<file path="src/rtl/adc_rd_pkg.sv">
`timescale 1ns/1ps
package adc_rd_pkg;
  typedef enum logic [1:0] {C_IDLE, C_START, C_WAIT, C_READ} ctl_state_t;
  typedef enum logic [1:0] {Q_IDLE, Q_SETUP, Q_STROBE, Q_HOLD} rd_state_t;

  function automatic int ns2cyc(input int ns, input int clk_ns);
    return (ns + clk_ns - 1) / clk_ns;
  endfunction

  function automatic int imax(input int a, input int b);
    return (a > b) ? a : b;
  endfunction
endpackage

</file>
<file path="src/rtl/adc_pace.sv">
`timescale 1ns/1ps
module adc_pace #(
  parameter int PERIOD_CYC = 1600
) (
  input  logic clk,
  input  logic rst,
  input  logic started,
  input  logic run_en,
  output logic tick
);
  localparam int CW = $clog2(PERIOD_CYC + 1);

  logic [CW-1:0] since;

  // Counts cycles since the last start, saturating at the period.
  always_ff @(posedge clk) begin
    if (rst)
      since <= CW'(PERIOD_CYC);
    else if (started)
      since <= CW'(1);
    else if (since < CW'(PERIOD_CYC))
      since <= since + 1'b1;
  end

  assign tick = run_en && (since == CW'(PERIOD_CYC));
endmodule

</file>
<file path="src/rtl/adc_rd_seq.sv">
`timescale 1ns/1ps
module adc_rd_seq
  import adc_rd_pkg::*;
#(
  parameter int DATA_W = 16,
  parameter int RD_CYC = 12,
  parameter int SU_CYC = 16,
  parameter int HD_CYC = 5
) (
  input  logic              clk,
  input  logic              rst,
  input  logic              go,
  input  logic              byte_mode,
  input  logic [DATA_W-1:0] bus,
  output logic              cs_n,
  output logic              rd_n,
  output logic              hben,
  output logic [DATA_W-1:0] word,
  output logic              done
);
  localparam int HW = DATA_W / 2;
  localparam int CW = $clog2(imax(imax(RD_CYC, SU_CYC), HD_CYC) + 1);

  rd_state_t     st;
  logic [CW-1:0] cnt;
  logic          byte_q;
  logic          lower;
  logic [CW-1:0] su_len;
  logic [CW-1:0] hd_len;

  assign su_len = byte_q ? CW'(SU_CYC) : CW'(1);
  assign hd_len = byte_q ? CW'(HD_CYC) : CW'(1);

  always_ff @(posedge clk) begin
    if (rst) begin
      st     <= Q_IDLE;
      cnt    <= '0;
      cs_n   <= 1'b1;
      rd_n   <= 1'b1;
      hben   <= 1'b0;
      word   <= '0;
      done   <= 1'b0;
      byte_q <= 1'b0;
      lower  <= 1'b0;
    end else begin
      done <= 1'b0;
      case (st)
        Q_IDLE: if (go) begin
          cs_n   <= 1'b0;
          hben   <= byte_mode;
          byte_q <= byte_mode;
          lower  <= 1'b0;
          cnt    <= CW'(1);
          st     <= Q_SETUP;
        end
        Q_SETUP: if (cnt == su_len) begin
          rd_n <= 1'b0;
          cnt  <= CW'(1);
          st   <= Q_STROBE;
        end else begin
          cnt <= cnt + 1'b1;
        end
        Q_STROBE: if (cnt == CW'(RD_CYC)) begin
          rd_n <= 1'b1;
          if (!byte_q)
            word <= bus;
          else if (!lower)
            word[DATA_W-1:HW] <= bus[HW-1:0];
          else
            word[HW-1:0] <= bus[HW-1:0];
          cnt <= CW'(1);
          st  <= Q_HOLD;
        end else begin
          cnt <= cnt + 1'b1;
        end
        Q_HOLD: if (cnt == hd_len) begin
          if (byte_q && !lower) begin
            hben  <= 1'b0;
            lower <= 1'b1;
            cnt   <= CW'(1);
            st    <= Q_SETUP;
          end else begin
            cs_n <= 1'b1;
            hben <= 1'b0;
            done <= 1'b1;
            st   <= Q_IDLE;
          end
        end else begin
          cnt <= cnt + 1'b1;
        end
        default: st <= Q_IDLE;
      endcase
    end
  end


  rd_in_cs_chk: assert property (@(posedge clk) disable iff (rst) !rd_n |-> !cs_n);

  rd_min_chk: assert property (@(posedge clk) disable iff (rst) $fell(rd_n) |=> !rd_n);

  hben_stable_chk: assert property (@(posedge clk) disable iff (rst) !rd_n |-> $stable(hben));
endmodule

</file>
<file path="src/rtl/adc_readout_ctrl.sv">
`timescale 1ns/1ps
module adc_readout_ctrl
  import adc_rd_pkg::*;
#(
  parameter int DATA_W        = 16,
  parameter int CLK_NS        = 5,
  parameter int CONVST_NS     = 50,
  parameter int BUSY_LAT_NS   = 100,
  parameter int RD_LOW_NS     = 60,
  parameter int ACCESS_NS     = 57,
  parameter int RELEASE_NS    = 50,
  parameter int HB_SETUP_NS   = 80,
  parameter int HB_HOLD_NS    = 25,
  parameter int FIXED_WAIT_NS = 6500,
  parameter int TIMEOUT_NS    = 10000,
  parameter int SAMPLE_NS     = 8000,
  parameter int MIN_PERIOD_NS = 6025
) (
  input  logic              clk,
  input  logic              rst,
  input  logic              trig,
  input  logic              run_en,
  input  logic              byte_mode,
  input  logic              use_busy,
  input  logic              adc_ready,
  input  logic [DATA_W-1:0] adc_data,
  output logic              adc_convst,
  output logic              adc_cs_n,
  output logic              adc_rd_n,
  output logic              adc_hben,
  output logic [DATA_W-1:0] sample,
  output logic              sample_valid,
  output logic              timeout_err
);
  localparam int START_CYC   = imax(2, ns2cyc(CONVST_NS, CLK_NS));
  localparam int LAT_CYC     = ns2cyc(BUSY_LAT_NS, CLK_NS);
  localparam int WAIT_MIN    = imax(START_CYC, LAT_CYC) + 2;
  localparam int RD_CYC      = ns2cyc(imax(RD_LOW_NS, ACCESS_NS), CLK_NS);
  localparam int SU_CYC      = ns2cyc(imax(HB_SETUP_NS, RELEASE_NS), CLK_NS);
  localparam int HD_CYC      = imax(1, ns2cyc(HB_HOLD_NS, CLK_NS));
  localparam int FIXED_CYC   = imax(WAIT_MIN, ns2cyc(FIXED_WAIT_NS, CLK_NS));
  localparam int TIMEOUT_CYC = imax(WAIT_MIN + 1, ns2cyc(TIMEOUT_NS, CLK_NS));
  localparam int PERIOD_CYC  = imax(ns2cyc(SAMPLE_NS, CLK_NS), ns2cyc(MIN_PERIOD_NS, CLK_NS));
  localparam int TW          = $clog2(imax(FIXED_CYC, TIMEOUT_CYC) + 2);

  ctl_state_t        state;
  logic [TW-1:0]     tmr;
  logic              busy_m;
  logic              rdy_s1, rdy_s2;
  logic              tick;
  logic              go_conv;
  logic              rd_go;
  logic              to_hit;
  logic              seq_done;
  logic [DATA_W-1:0] seq_word;

  // Two-stage synchroniser on the asynchronous ready line.
  always_ff @(posedge clk) begin
    if (rst) begin
      rdy_s1 <= 1'b0;
      rdy_s2 <= 1'b0;
    end else begin
      rdy_s1 <= adc_ready;
      rdy_s2 <= rdy_s1;
    end
  end

  assign go_conv = (state == C_IDLE) && (trig || tick);

  always_comb begin
    rd_go  = 1'b0;
    to_hit = 1'b0;
    if (state == C_WAIT) begin
      if (busy_m) begin
        rd_go  = (tmr >= TW'(WAIT_MIN)) && rdy_s2;
        to_hit = !rd_go && (tmr == TW'(TIMEOUT_CYC));
      end else begin
        rd_go = (tmr == TW'(FIXED_CYC));
      end
    end
  end

  adc_pace #(.PERIOD_CYC(PERIOD_CYC)) u_pace (
    .clk     (clk),
    .rst     (rst),
    .started (go_conv),
    .run_en  (run_en),
    .tick    (tick)
  );

  adc_rd_seq #(
    .DATA_W (DATA_W),
    .RD_CYC (RD_CYC),
    .SU_CYC (SU_CYC),
    .HD_CYC (HD_CYC)
  ) u_seq (
    .clk       (clk),
    .rst       (rst),
    .go        (rd_go),
    .byte_mode (byte_mode),
    .bus       (adc_data),
    .cs_n      (adc_cs_n),
    .rd_n      (adc_rd_n),
    .hben      (adc_hben),
    .word      (seq_word),
    .done      (seq_done)
  );

  always_ff @(posedge clk) begin
    if (rst) begin
      state        <= C_IDLE;
      tmr          <= '0;
      busy_m       <= 1'b0;
      adc_convst   <= 1'b0;
      sample       <= '0;
      sample_valid <= 1'b0;
      timeout_err  <= 1'b0;
    end else begin
      sample_valid <= 1'b0;
      timeout_err  <= 1'b0;
      case (state)
        C_IDLE: if (go_conv) begin
          adc_convst <= 1'b1;
          busy_m     <= use_busy;
          tmr        <= TW'(1);
          state      <= C_START;
        end
        C_START: begin
          tmr <= tmr + 1'b1;
          if (tmr == TW'(START_CYC)) begin
            adc_convst <= 1'b0;
            state      <= C_WAIT;
          end
        end
        C_WAIT: begin
          tmr <= tmr + 1'b1;
          if (rd_go)
            state <= C_READ;
          else if (to_hit) begin
            timeout_err <= 1'b1;
            state       <= C_IDLE;
          end
        end
        C_READ: if (seq_done) begin
          sample       <= seq_word;
          sample_valid <= 1'b1;
          state        <= C_IDLE;
        end
        default: state <= C_IDLE;
      endcase
    end
  end


  convst_cs_excl_chk: assert property (@(posedge clk) disable iff (rst) adc_convst |-> adc_cs_n);

  valid_pulse_chk: assert property (@(posedge clk) disable iff (rst) sample_valid |=> !sample_valid);

  err_pulse_chk: assert property (@(posedge clk) disable iff (rst) timeout_err |=> !timeout_err && !sample_valid);

  read_after_ready_chk: assert property (@(posedge clk) disable iff (rst)
    ($fell(adc_cs_n) && busy_m) |-> $past(adc_ready, 3));
endmodule

</file>
<file path="config.mk">
export PLATFORM = sky130hd
export DESIGN_NAME = adc_readout_ctrl
export DESIGN_NICKNAME = d
export VERILOG_FILES = /design/src/rtl/adc_rd_pkg.sv /design/src/rtl/adc_pace.sv /design/src/rtl/adc_rd_seq.sv /design/src/rtl/adc_readout_ctrl.sv
export SDC_FILE = /design/constraint.sdc
export NUM_CORES = 1
export LEC_CHECK = 0
export BUFFER_PORTS_ARGS = -buffer_cell sky130_fd_sc_hd__buf_2
export CELL_PAD_IN_SITES_DETAIL_PLACEMENT = 0
export CELL_PAD_IN_SITES_GLOBAL_PLACEMENT = 2
export CORE_MARGIN = 2
export CORE_UTILIZATION = 35
export CTS_CLUSTER_DIAMETER = 30
export DETAILED_ROUTE_END_ITERATION = 6
export PLACE_DENSITY = 0.89
export SYNTH_ARGS = -nofsm -noshare
export SYNTH_HDL_FRONTEND = slang
export SYNTH_SLANG_ARGS = --single-unit
export TNS_END_PERCENT = 100
</file>
<file path="constraint.sdc">
create_clock -name clk -period 2.47 [get_ports clk]
set_input_delay 0.1235 -clock clk [delete_from_list [all_inputs] [get_ports clk]]
set_output_delay 0.1235 -clock clk [all_outputs]
set_load 0.01 [all_outputs]
</file>
==> results of run 1 <==
[registers in the layout, indices dropped and copies added (netlist names)]
signal / count
adc_convst: 1
busy_m: 1
rdy_s1: 1
rdy_s2: 1
sample: 16
sample_valid: 1
state: 2
timeout_err: 1
tmr: 11
u_pace.since: 11
u_seq.byte_q: 1
u_seq.cnt: 5
u_seq.cs_n: 1
u_seq.done: 1
u_seq.hben: 1
u_seq.lower: 1
u_seq.rd_n: 1
u_seq.st: 2
u_seq.word: 16
[tightest hold or removal path, stage by stage]
cell                      delay, ps
sky130_fd_sc_hd__buf_2           90
sky130_fd_sc_hd__mux2i_1         60
sky130_fd_sc_hd__nor2_1          70
[power breakdown]
group	total (mW)	leakage, nW	switching [mW]	internal (mW)
clock	1.09	0.115	0.485	0.608
sequential	1.42	0.607	0.114	1.31
combinational	0.949	0.928	0.553	0.396
[area by class of cell]
cell class	instances	area [um^2]	share of cell area
clock buffers	10	138	0.0320
clock inverters	6	96.3	0.0224
inverters	13	48.8	0.0113
multi-input cells	310	2040	0.475
flip-flops and latches	75	1500	0.349
well taps	136	170	0.0396
repair buffers	54	303	0.0704
[repair_timing]
| item | 4_1_cts | 5_1_grt |
|---|---|---|
| endpoints found under the hold margin | 3 | 0 |
| resized for setup | 0 | 1 |
| hold buffers | 3 | 0 |
| buffers inserted | 0 | 0 |
| setup endpoints to repair | 0 | 2 |
[metrics by stage]
step / utilization / power (mW) / cells / hold WS [ps]
after floorplan: - / 2.11 / 419 / 252
after detailed placement: 0.393 / 2.40 / 585 / 346
final: 0.419 / 3.47 / 604 / 21.2
after global placement: 0.393 / 2.38 / 585 / 338
after CTS: 0.418 / 3.51 / 604 / 2.96
after global routing: 0.419 / 3.70 / 604 / 12.4
[routing by layer]
metal  track usage  share of wire
met5             0              0
met4        0.0584         0.0087
met3        0.0340          0.034
met2         0.247           0.48
met1         0.198           0.48
[kinds of logic (layout without fill, tap and decap cells)]
| family | Yosys count | in the layout | share of synthesized area |
|---|---|---|---|
| AO/OA/AOI/OAI | 82 | 82 | 0.166 |
| XOR/XNOR | 19 | 19 | 0.0451 |
| adder cells (fa/ha/maj) | 16 | 16 | 0.0543 |
| buffers and inverters | 34 | 83 | 0.0390 |
| flip-flops | 75 | 75 | 0.407 |
| multiplexers | 18 | 18 | 0.0489 |
| AND/OR/NAND/NOR | 175 | 175 | 0.239 |
[synthesized netlist by cell type (3+ instances only)]
cell / number / share of area
sky130_fd_sc_hd__dfxtp_1: 75 / 0.41
sky130_fd_sc_hd__nand2_1: 53 / 0.054
sky130_fd_sc_hd__nor2_1: 46 / 0.047
sky130_fd_sc_hd__a21oi_1: 29 / 0.039
sky130_fd_sc_hd__mux2i_1: 18 / 0.049
sky130_fd_sc_hd__ha_1: 16 / 0.054
sky130_fd_sc_hd__clkbuf_1: 15 / 0.015
sky130_fd_sc_hd__nand3_1: 15 / 0.020
sky130_fd_sc_hd__inv_1: 13 / 0.013
sky130_fd_sc_hd__xnor2_1: 12 / 0.029
sky130_fd_sc_hd__a211oi_1: 10 / 0.020
sky130_fd_sc_hd__nor3_1: 10 / 0.014
sky130_fd_sc_hd__xor2_1: 7 / 0.017
sky130_fd_sc_hd__nand2b_1: 6 / 0.010
sky130_fd_sc_hd__nand4_1: 6 / 0.010
sky130_fd_sc_hd__a21o_1: 5 / 0.010
sky130_fd_sc_hd__and3_1: 5 / 0.0085
sky130_fd_sc_hd__nor4_1: 5 / 0.0085
sky130_fd_sc_hd__o21ai_0: 5 / 0.0068
sky130_fd_sc_hd__buf_2: 4 / 0.0054
sky130_fd_sc_hd__nand3b_1: 4 / 0.0081
sky130_fd_sc_hd__a211o_1: 3 / 0.0071
sky130_fd_sc_hd__nor2b_1: 3 / 0.0051
sky130_fd_sc_hd__o21bai_1: 3 / 0.0061
[final timing paths]
check	startpoint	slack, ps	cells past startpoint	end
worst max-delay path	tmr[0]	280	7	u_seq.lower
worst min-delay path	adc_data[3]	20	3	u_seq.word[3]
worst max register to register	tmr[0]	280	7	u_seq.lower
worst min register to register	rdy_s1	450	1	rdy_s2
==> metrics.log, run 1 <==
[metrics] WL per Instance: 13.7 um
[metrics] Peak supply drop: 0.000316 V
[metrics] number of placement rows: 37
[metrics] Crit path max-delay family: compound AO/OA/AOI/OAI gates
[metrics] number of fill cells in the layout: 1,084
[metrics] pre-CTS WS: 291 ps
[metrics] cell breakdown of the critical path: inv_1, ha_1, or3_1, a211o_1, a22oi_1, nor3_1, a2111oi_2
[metrics] maximum count of clock buffers along a single path: 2
[metrics] Setup Viol. Count Final: 0
[metrics] Achievable Freq: 456 MHz
[metrics] final hold vios: 0
[metrics] WS Path Type: flip-flop to flip-flop
[metrics] library cell used as clock root buffer: sky130_fd_sc_hd__clkbuf_8
[metrics] final worst slack: 277 ps
[metrics] TritonCTS clock tree: done
[metrics] Synth Area per Inst: 8.80 um^2
[metrics] most common cell after layout, fill and taps aside: sky130_fd_sc_hd__dfxtp_1
[metrics] area delta synth->final: 16.7%
[metrics] PortBufs: 44
[metrics] drt via density: 5.08
[metrics] detailed placement HPWL: 5870 um
[metrics] H-tree levels: 3
[metrics] top library cells by usage in the layout, fill and taps aside: sky130_fd_sc_hd__dfxtp_1 (75), sky130_fd_sc_hd__nand2_1 (53), sky130_fd_sc_hd__nor2_1 (46)
[metrics] result of the run: complete, no violations
[metrics] count of flip-flops with a built-in enable after synthesis: 0
[metrics] Setup crit start kind: flip-flop
[metrics] clock sink count: 75
[metrics] First-pass DRT Iterations: 4
[metrics] Setup TNS: 0 ps
[metrics] final RePlAce weighted congestion: 0.785
[metrics] clk slew on worst S/H paths: 90 ps
[metrics] CORE AREA: 10,300 um^2
[metrics] top-level port count: 45
[metrics] maximum number of pins on one net before global-route repair: 48
[metrics] Cells after Synth: 419
[metrics] initial antenna violation count: 0
[metrics] wirelength, routed: 8250 um
[metrics] effective utilization at floorplan: 0.359
[metrics] Post-Layout Inst Area: 4300 um^2
[metrics] Yosys cell types: 63
[metrics] global-route wire length before repair: 13,900 um
[metrics] Hold Path Class: input port to flip-flop
[metrics] clk_lat worst skew: 360 ps
[metrics] detailed-route DRC error count: 0
[metrics] critical path's largest stage delay: 410 ps
[metrics] period utilization: 0.888
[metrics] total number of yosys warnings: 0
[metrics] Slew HR: 0.386
[metrics] post-placement cell area: 4030 um^2
[metrics] number of nets in the layout: 502
[metrics] drt first-iter violations: 132
[metrics] remaining global-route overflow: 0
[metrics] critical-path maximum fanout: 6
[metrics] Critical Path Slowest Stage Cell: sky130_fd_sc_hd__dfxtp_1
[metrics] data required time of the critical path: 2720 ps
[metrics] vias: 3,069
[metrics] total global routing track utilization: 0.153
[metrics] Die H: 107 um
[metrics] RSZ-0062 raised after global routing: false
[metrics] antenna-violating nets left: 0
[metrics] cell leakage power: 1.65 nW
[metrics] synthesized area: 3690 um^2
[metrics] flip-flop cell with the highest count after synthesis: sky130_fd_sc_hd__dfxtp_1
[metrics] WP data arrival: 2450 ps
[metrics] slew of the pin with the lowest slew margin: 922 ps
[metrics] Buf+Inv Stages, Crit Path: 1
[metrics] sequential cell area fraction in the yosys report: 0.407
[metrics] via count of the first global-routing pass: 2,937
[metrics] proportion of synthesized flip-flops having asynchronous set or reset: 0
[metrics] flop and latch count out of synthesis: 75
[metrics] Critical Path Sink Type: flip-flop
[metrics] final critical-path required period: 2190 ps
[metrics] die outline width: 107 um
[metrics] overall die area: 11,400 um^2
[metrics] antenna cells: 0
[metrics] pins over their slew limit: 0
[metrics] max-cap check violation count: 0
[metrics] pwr/cell area: 806 nW/um^2
[metrics] Num CTS Buffers: 9
[metrics] syn_nets: 458
[metrics] layout cells sized above 1: 0.182
[metrics] Final Skew: 11.4 ps
Power figures use the tool's default switching activity.
==> run 2: changes to the inputs <==
- CORE_UTILIZATION: 35 -> 36
- PLACE_DENSITY: 0.89 -> 0.91
- SYNTH_HIERARCHICAL: unset -> 1
==> run 2 against run 1 <==
Against the previous run:
- routed wire length grew 1.4%
- non-clock buffer count up 18
- die area shrank 0.71%
- final area increased by 4.9%
- clock skew fell by 2.2 ps
- critical path type unchanged
- highest routed layer unchanged
==> metrics.log, run 2 <==
[metrics] Setup crit start kind: flip-flop
[metrics] pins over their slew limit: 0 (unchanged)
[metrics] Critical Path Slowest Stage Cell: sky130_fd_sc_hd__or4_4
[metrics] WP data arrival: 2580 ps (+130 ps)
[metrics] final hold vios: 0 (unchanged)
[metrics] Setup TNS: 0 ps (unchanged)
[metrics] WS Path Type: flip-flop to flip-flop
[metrics] Yosys cell types: 72 (+14%)
[metrics] syn_nets: 463 (+1.1%)
[metrics] via count of the first global-routing pass: 3,038 (+3.4%)
[metrics] cell types occupying the most area after synthesis: sky130_fd_sc_hd__dfxtp_1 (40%), sky130_fd_sc_hd__nand2_1 (5.5%), sky130_fd_sc_hd__ha_1 (5.3%)
[metrics] Internal Pwr Total: 2.19 mW (-5.4%)
[metrics] die outline width: 106 um (-0.36%)
[metrics] WL per Instance: 13.3 um (-2.3%)
[metrics] Die H: 106 um (-0.36%)
[metrics] detailed-route DRC error count: 0 (unchanged)
[metrics] detailed placement HPWL: 6140 um (+4.7%)
[metrics] biggest regs: sample x16, u_seq/word x16
[metrics] Power, Total: 3.25 mW (-6.2%)
[metrics] vias: 3,156 (+2.8%)
[metrics] Synth top cells by count: sky130_fd_sc_hd__dfxtp_1 (75), sky130_fd_sc_hd__nand2_1 (55), sky130_fd_sc_hd__nor2_1 (41), sky130_fd_sc_hd__a21oi_1 (27), sky130_fd_sc_hd__mux2i_1 (20)
[metrics] initial antenna violation count: 0 (unchanged)
[metrics] remaining global-route overflow: 0 (unchanged)
[metrics] TritonCTS clock tree: done
[metrics] final critical-path required period: 2280 ps (+88.4 ps)
[metrics] First-pass DRT Iterations: 4 (unchanged)
[metrics] critical-path maximum fanout: 3 (-3)
[metrics] Critical Path Sink Type: flip-flop
[metrics] top-level port count: 45 (unchanged)
[metrics] cell breakdown of the critical path: inv_1, ha_1, nand4b_1, or4_4, nor4_4, nor3b_2, buf_4, a221o_1, buf_4, a211o_1, nand3_1
[metrics] area delta synth->final: 19.9%
[metrics] number of placement rows: 37 (unchanged)
[metrics] data required time of the critical path: 2770 ps (+50 ps)
[metrics] number of fill cells in the layout: 1,035 (-4.5%)
[metrics] antenna-violating nets left: 0 (unchanged)
[metrics] Cells after Synth: 424 (+1.2%)
[metrics] most common cell after layout, fill and taps aside: sky130_fd_sc_hd__dfxtp_1
[metrics] top library cells by usage in the layout, fill and taps aside: sky130_fd_sc_hd__dfxtp_1 (75), sky130_fd_sc_hd__nand2_1 (54), sky130_fd_sc_hd__buf_2 (44)
[metrics] layout cells sized above 1: 0.238 (+0.0567)
[metrics] Hold Path Class: input port to flip-flop
[metrics] flip-flop cell with the highest count after synthesis: sky130_fd_sc_hd__dfxtp_1
[metrics] sequential cell area fraction in the yosys report: 0.399 (-0.00840)
[metrics] total number of yosys warnings: 6 (+6)
[metrics] number of nets in the layout: 525 (+4.6%)
[metrics] overall die area: 11,300 um^2 (-0.71%)
[metrics] critical path's largest stage delay: 440 ps (+30 ps)
[metrics] CORE AREA: 10,200 um^2 (-0.45%)
[metrics] synthesized area: 3760 um^2 (+2.1%)
[metrics] library cell used as clock root buffer: sky130_fd_sc_hd__clkbuf_8
[metrics] count of flip-flops with a built-in enable after synthesis: 0 (unchanged)
[metrics] total global routing track utilization: 0.155 (+0.00222)
[metrics] largest area contributor in the synthesized netlist: sky130_fd_sc_hd__dfxtp_1
[metrics] Most common cell on crit path: sky130_fd_sc_hd__buf_4
[metrics] fraction of post-synthesis cell area in the top cell type by area: 0.399 (-0.00840)
[metrics] Achievable Freq: 438 MHz (-3.9%)
[metrics] total area of sequential cells: 1500 um^2 (unchanged)
[metrics] portion of total power attributed to the clock network: 0.307 (-0.008)
[metrics] clk slew on worst S/H paths: 80 ps (about the same)
[metrics] proportion of synthesized flip-flops having asynchronous set or reset: 0 (unchanged)
[metrics] Setup Viol. Count Final: 0 (unchanged)
[metrics] drt first-iter violations: 113 (-14%)
[metrics] maximum count of clock buffers along a single path: 2 (unchanged)
[metrics] cell leakage power: 1.79 nW (+8.7%)
[metrics] clock sink count: 75 (unchanged)
[metrics] Flop pwr share: 0.416 (+0.005)
[metrics] proportion of total power due to net switching: 0.327 (-0.00544)
[metrics] Synth Area per Inst: 8.88 um^2 (+0.90%)
[metrics] most common cell in the synthesized netlist: sky130_fd_sc_hd__dfxtp_1
[metrics] Num CTS Buffers: 9 (unchanged)
[metrics] slew of the pin with the lowest slew margin: 600 ps (-322 ps)
[metrics] effective utilization at floorplan: 0.368 (+0.00921)
[metrics] max-cap check violation count: 0 (unchanged)
[metrics] global-route wire length before repair: 14,200 um (+2.0%)
[metrics] Final Skew: 9.14 ps (-2.23 ps)
[metrics] result of the run: complete, no violations
[metrics] H-tree levels: 3 (unchanged)
[metrics] PortBufs: 44 (unchanged)
[metrics] wirelength, routed: 8370 um (+1.4%)
[metrics] Crit path max-delay family: simple AND/OR/NAND/NOR gates
[metrics] maximum number of pins on one net before global-route repair: 38 (-21%)
[metrics] RSZ-0062 raised after global routing: false
[metrics] Peak supply drop: 0.000351 V (+11%)
[metrics] pwr/cell area: 721 nW/um^2 (-11%)
[metrics] area of combinational cells with multiple inputs: 2140 um^2 (+4.8%)
[metrics] flop and latch count out of synthesis: 75 (unchanged)
[metrics] clk_lat worst skew: 360 ps (about the same)
[metrics] combinational fraction of design power: 0.277 (+0.003)
[metrics] period utilization: 0.924 (+0.0358)
[metrics] Slew HR: 0.599 (+0.213)
[metrics] final RePlAce weighted congestion: 0.833 (+6.1%)
[metrics] antenna cells: 0 (unchanged)
[metrics] net switching component of the power: 1.06 mW (-7.7%)
[metrics] drt via density: 5.03 (-0.94%)
[metrics] Buf+Inv Stages, Crit Path: 3 (+2)
-- run 2: cell types whose count changed in the layout (fill, tap and decap cells not counted), sizes merged, moves of 4 or more --
cell,delta
inv,+5
xnor2,-8
nor2,-5
a21boi,+4
buf,+20
or3,+6
o21ai,+5
-- run 2: logic make-up after synthesis --
kind of cell,count (synthesis),synth area share
multiplexers,20,0.0532
flip-flops,75,0.399
AND/OR/NAND/NOR,176,0.248
AO/OA/AOI/OAI,91,0.175
buffers and inverters,37,0.0492
XOR/XNOR,9,0.0229
adder cells (fa/ha/maj),16,0.0532
-- run 2: per-layer routing --
layer	wire length (um)	global-route usage	part of all wire
met5	0	0	0
met3	327	0.0466	0.039
met4	101	0.0451	0.012
met1	4090	0.194	0.49
met2	3850	0.257	0.46
-- run 2: final timing paths --
check / from / to / slack, ps / cells after the start
setup / recovery: u_pace/since[0] / state[1] / 190 / 11
hold / removal: use_busy / busy_m / 7 / 3
setup reg to reg: u_pace/since[0] / state[1] / 190 / 11
hold reg to reg: rdy_s1 / rdy_s2 / 450 / 1
-- run 2: final cells by class --
cell class | count | share of cell area
repair buffers | 72 | 0.0959
flip-flops and latches | 75 | 0.333
inverters | 16 | 0.0133
clock inverters | 7 | 0.0186
well taps | 136 | 0.0377
clock buffers | 9 | 0.0274
multi-input cells | 312 | 0.475
-- run 2: what timing repair did --
| item | 4_1_cts | 5_1_grt |
|---|---|---|
| pin swaps | 1 | 5 |
| buffers inserted | 0 | 1 |
| setup endpoints to repair | 12 | 17 |
| resized for setup | 6 | 8 |
| hold endpoints to repair | 1 | 0 |
| hold buffers | 1 | 0 |
-- run 2: per-stage QoR --
stage | setup slack (ps) | cell area, um^2 | utilization | hold WS (ps) | std cells
finish | 188 | 4510 | 0.441 | 7.15 | 627
global placement | -10.5 | 4230 | 0.413 | 351 | 609
detailed placement | -82.9 | 4230 | 0.413 | 362 | 609
floorplan | 49.1 | 3770 | - | 200 | 424
CTS | 23.4 | 4470 | 0.437 | 0.887 | 626
global route | 14.8 | 4510 | 0.441 | 2.97 | 627
-- run 2: power by group through the flow --
stage               sequential, mW  combinational, mW  clock [mW]
CTS                           1.35              0.897        1.04
floorplan                     1.39              0.562           0
global route                  1.37               1.00        1.08
detailed placement            1.38              0.874           0
global placement              1.38              0.862           0
finish                        1.35              0.900        1.00
-- run 2: worst register-to-register path, delay by kind of cell (launching register included) --
kind | cells | cell delay, ps
buf+inv | 3 | 350
fa+ha+maj | 1 | 140
compound gates | 2 | 570
simple gates | 5 | 860
flops | 1 | 310
==> run 3: changes to the inputs <==
- CORE_ASPECT_RATIO: unset -> 0.6
==> run 3 against run 2 <==
Against the previous run:
- worst setup slack worse by 100 ps
- register-to-register slack worse by 100 ps
- sequential cell count stayed put
- critical path depth is 1 lower
- non-clock buffer count is 6 higher
- clock power is 41% higher
- routed wire length is 7.4% higher
- via count is 2.2% higher
- power is 15% higher
- maximum frequency is 4.3% lower
- critical path type unchanged
- critical endpoint is now state[0]
- largest power group is now the clock network
==> metrics.log, run 3 (synthesis gave the netlist of run 2 again) <==
[metrics] slew of the pin with the lowest slew margin: 576 ps (-24.3 ps)
[metrics] Setup Viol. Count Final: 0 (unchanged)
[metrics] cell count of the worst hold path: 3 (unchanged)
[metrics] final hold vios: 0 (unchanged)
[metrics] overall die area: 11,300 um^2 (+0.24%)
[metrics] initial antenna violation count: 0 (unchanged)
[metrics] WS Path Type: flip-flop to flip-flop
[metrics] maximum count of clock buffers along a single path: 2 (unchanged)
[metrics] library cell used as clock root buffer: sky130_fd_sc_hd__clkbuf_16
[metrics] area delta synth->final: 24.4%
[metrics] die outline width: 136 um (+28%)
[metrics] antenna-violating nets left: 0 (unchanged)
[metrics] vias: 3,227 (+2.2%)
[metrics] pre-CTS WS: -102 ps (-19.4 ps)
[metrics] number of fill cells in the layout: 1,025 (-0.97%)
[metrics] Slew HR: 0.611 (+0.0123)
[metrics] via count of the first global-routing pass: 3,101 (+2.1%)
[metrics] most common cell after layout, fill and taps aside: sky130_fd_sc_hd__dfxtp_1
[metrics] combinational fraction of design power: 0.256 (-0.021)
[metrics] Worst Hold Slack: 35.0 ps (+27.8 ps)
[metrics] pwr/cell area: 796 nW/um^2 (+10%)
[metrics] data required time of the critical path: 2680 ps (-90 ps)
[metrics] top library cells by usage in the layout, fill and taps aside: sky130_fd_sc_hd__dfxtp_1 (73), sky130_fd_sc_hd__nand2_1 (55), sky130_fd_sc_hd__buf_2 (44)
[metrics] post-placement cell count: 612 (+0.49%)
[metrics] portion of total power attributed to the clock network: 0.377 (+0.070)
[metrics] Buf+Inv Stages, Crit Path: 2 (-1)
[metrics] drt first-iter violations: 175 (+55%)
[metrics] capturing point of the worst reg2reg path: state[0]
[metrics] detailed placement HPWL: 6560 um (+6.8%)
[metrics] Num CTS Buffers: 9 (unchanged)
[metrics] maximum number of pins on one net before global-route repair: 31 (-18%)
[metrics] net switching component of the power: 1.08 mW (+1.9%)
[metrics] WL per Instance: 14.3 um (+6.9%)
[metrics] Setup crit start kind: flip-flop
[metrics] Crit path max-delay family: simple AND/OR/NAND/NOR gates
[metrics] Achievable Freq: 420 MHz (-4.3%)
[metrics] biggest regs: sample x16, u_seq/word x16
[metrics] Critical Path Slowest Stage Cell: sky130_fd_sc_hd__or4_4
[metrics] pins over their slew limit: 0 (unchanged)
[metrics] H-tree levels: 3 (unchanged)
[metrics] number of placement rows: 28 (-24%)
[metrics] start point of the critical path: u_pace/since[0]
[metrics] critical path's largest stage delay: 440 ps (about the same)
[metrics] clk slew on worst S/H paths: 60 ps (-20 ps)
[metrics] result of the run: complete, no violations
[metrics] Internal Pwr Total: 2.64 mW (+21%)
[metrics] number of nets in the layout: 531 (+1.1%)
[metrics] reg2reg path depth: 10 (-1)
[metrics] detailed-route DRC error count: 0 (unchanged)
[metrics] proportion of total power due to net switching: 0.291 (-0.0360)
[metrics] final worst slack: 87.1 ps (-101 ps)
[metrics] Critical Path Sink Type: flip-flop
[metrics] Hold Path Class: input port to flip-flop
[metrics] max-cap check violation count: 0 (unchanged)
[metrics] effective utilization at floorplan: 0.376 (+0.00776)
[metrics] Final Skew: 8.91 ps (-0.229 ps)
[metrics] period utilization: 0.965 (+0.0410)
[metrics] top-level port count: 45 (unchanged)
[metrics] reg-to-reg setup timing slack: 90 ps (-100 ps)
[metrics] TritonCTS clock tree: done
[metrics] worst hold path startpoint: use_busy
[metrics] drt via density: 5.12 (+1.8%)
[metrics] First-pass DRT Iterations: 4 (unchanged)
[metrics] remaining global-route overflow: 0 (unchanged)
[metrics] global-route wire length before repair: 15,000 um (+5.8%)
[metrics] Peak supply drop: 0.000323 V (-7.8%)
[metrics] layout cells sized above 1: 0.251 (+0.0122)
[metrics] launch point of the worst reg-to-reg path: u_pace/since[0]
[metrics] Flop pwr share: 0.366 (-0.050)
[metrics] cell breakdown of the critical path: inv_2, ha_4, nand4b_1, or4_4, nor4_4, nor3b_2, buf_4, a221o_1, a2111oi_2, a211oi_1
[metrics] clk_lat worst skew: 340 ps (-20 ps)
[metrics] clock sink count: 75 (unchanged)
[metrics] critical-path maximum fanout: 4 (+1)
[metrics] cell leakage power: 1.87 nW (+4.0%)
[metrics] Post-Layout Cell Count: 630 (+0.48%)
[metrics] terminating pin of the worst hold path: busy_m
[metrics] CORE AREA: 10,000 um^2 (-2.1%)
[metrics] Die H: 83.2 um (-22%)
[metrics] WP data arrival: 2590 ps (about the same)
[metrics] total global routing track utilization: 0.166 (+0.0117)
[metrics] wirelength, routed: 8990 um (+7.4%)
[metrics] final critical-path required period: 2380 ps (+101 ps)
[metrics] antenna cells: 0 (unchanged)
[metrics] PortBufs: 44 (unchanged)
[metrics] Power, Total: 3.73 mW (+15%)
[metrics] final RePlAce weighted congestion: 0.824 (-1.1%)
## run 3: per-layer routing
layer	track usage	vias up	wire length, um
met5	0	-	0
met4	0.0464	0	90
met3	0.0482	9	423
met2	0.225	64	3580
met1	0.252	1508	4890
li1	-	1646	-
## run 3: worst register-to-register path, stage by stage, from the launching register on
cell                        delay (ps)
sky130_fd_sc_hd__dfxtp_2           330
sky130_fd_sc_hd__inv_2              70
sky130_fd_sc_hd__ha_4              130
sky130_fd_sc_hd__nand4b_1          110
sky130_fd_sc_hd__or4_4             440
sky130_fd_sc_hd__nor4_4            200
sky130_fd_sc_hd__nor3b_2           100
sky130_fd_sc_hd__buf_4             150
sky130_fd_sc_hd__a221o_1           310
sky130_fd_sc_hd__a2111oi_2         350
sky130_fd_sc_hd__a211oi_1           80
## run 3: through the flow
stage	utilization	instance area (um^2)	TNS (ps)
after global placement	0.425	4260	-125
after CTS	0.460	4610	0
after global routing	0.467	4680	-108
final	0.467	4680	0
after floorplan	-	3770	0
after detailed placement	0.425	4260	-469
## run 3: final cells by class
cell class              instances  area (um^2)  area share
clock buffers                  10          239      0.0511
clock inverters                 4         76.3      0.0163
inverters                      16         60.1      0.0128
multi-input cells             312         2150       0.460
flip-flops and latches         75         1500       0.321
well taps                     135          169      0.0361
repair buffers                 78          478       0.102
## run 3: timing repair
action / in CTS / in global routing
hold endpoints to repair: 1 / 0
gates cloned: 0 / 0
setup endpoints to repair: 11 / 12
resized for setup: 6 / 12
hold buffers: 1 / 0
buffers inserted: 0 / 3
pin swaps: 0 / 1
## run 3: how the worst max path moves through the flow
| stage | to | depth (start not counted) |
|---|---|---|
| after floorplan | tmr[9] | 11 |
| after global placement | state[0] | 10 |
| after detailed placement | state[0] | 10 |
| after CTS | u_seq/cnt[2] | 10 |
| after global routing | tmr[10] | 11 |
| final | state[0] | 10 |
## run 3: power groups by stage
stage	sequential [mW]	clock (mW)	combinational [mW]
after CTS	1.36	1.44	0.898
after global routing	1.37	1.50	1.07
after floorplan	1.39	0	0.562
after detailed placement	1.38	0	0.879
after global placement	1.38	0	0.868
final	1.37	1.41	0.954
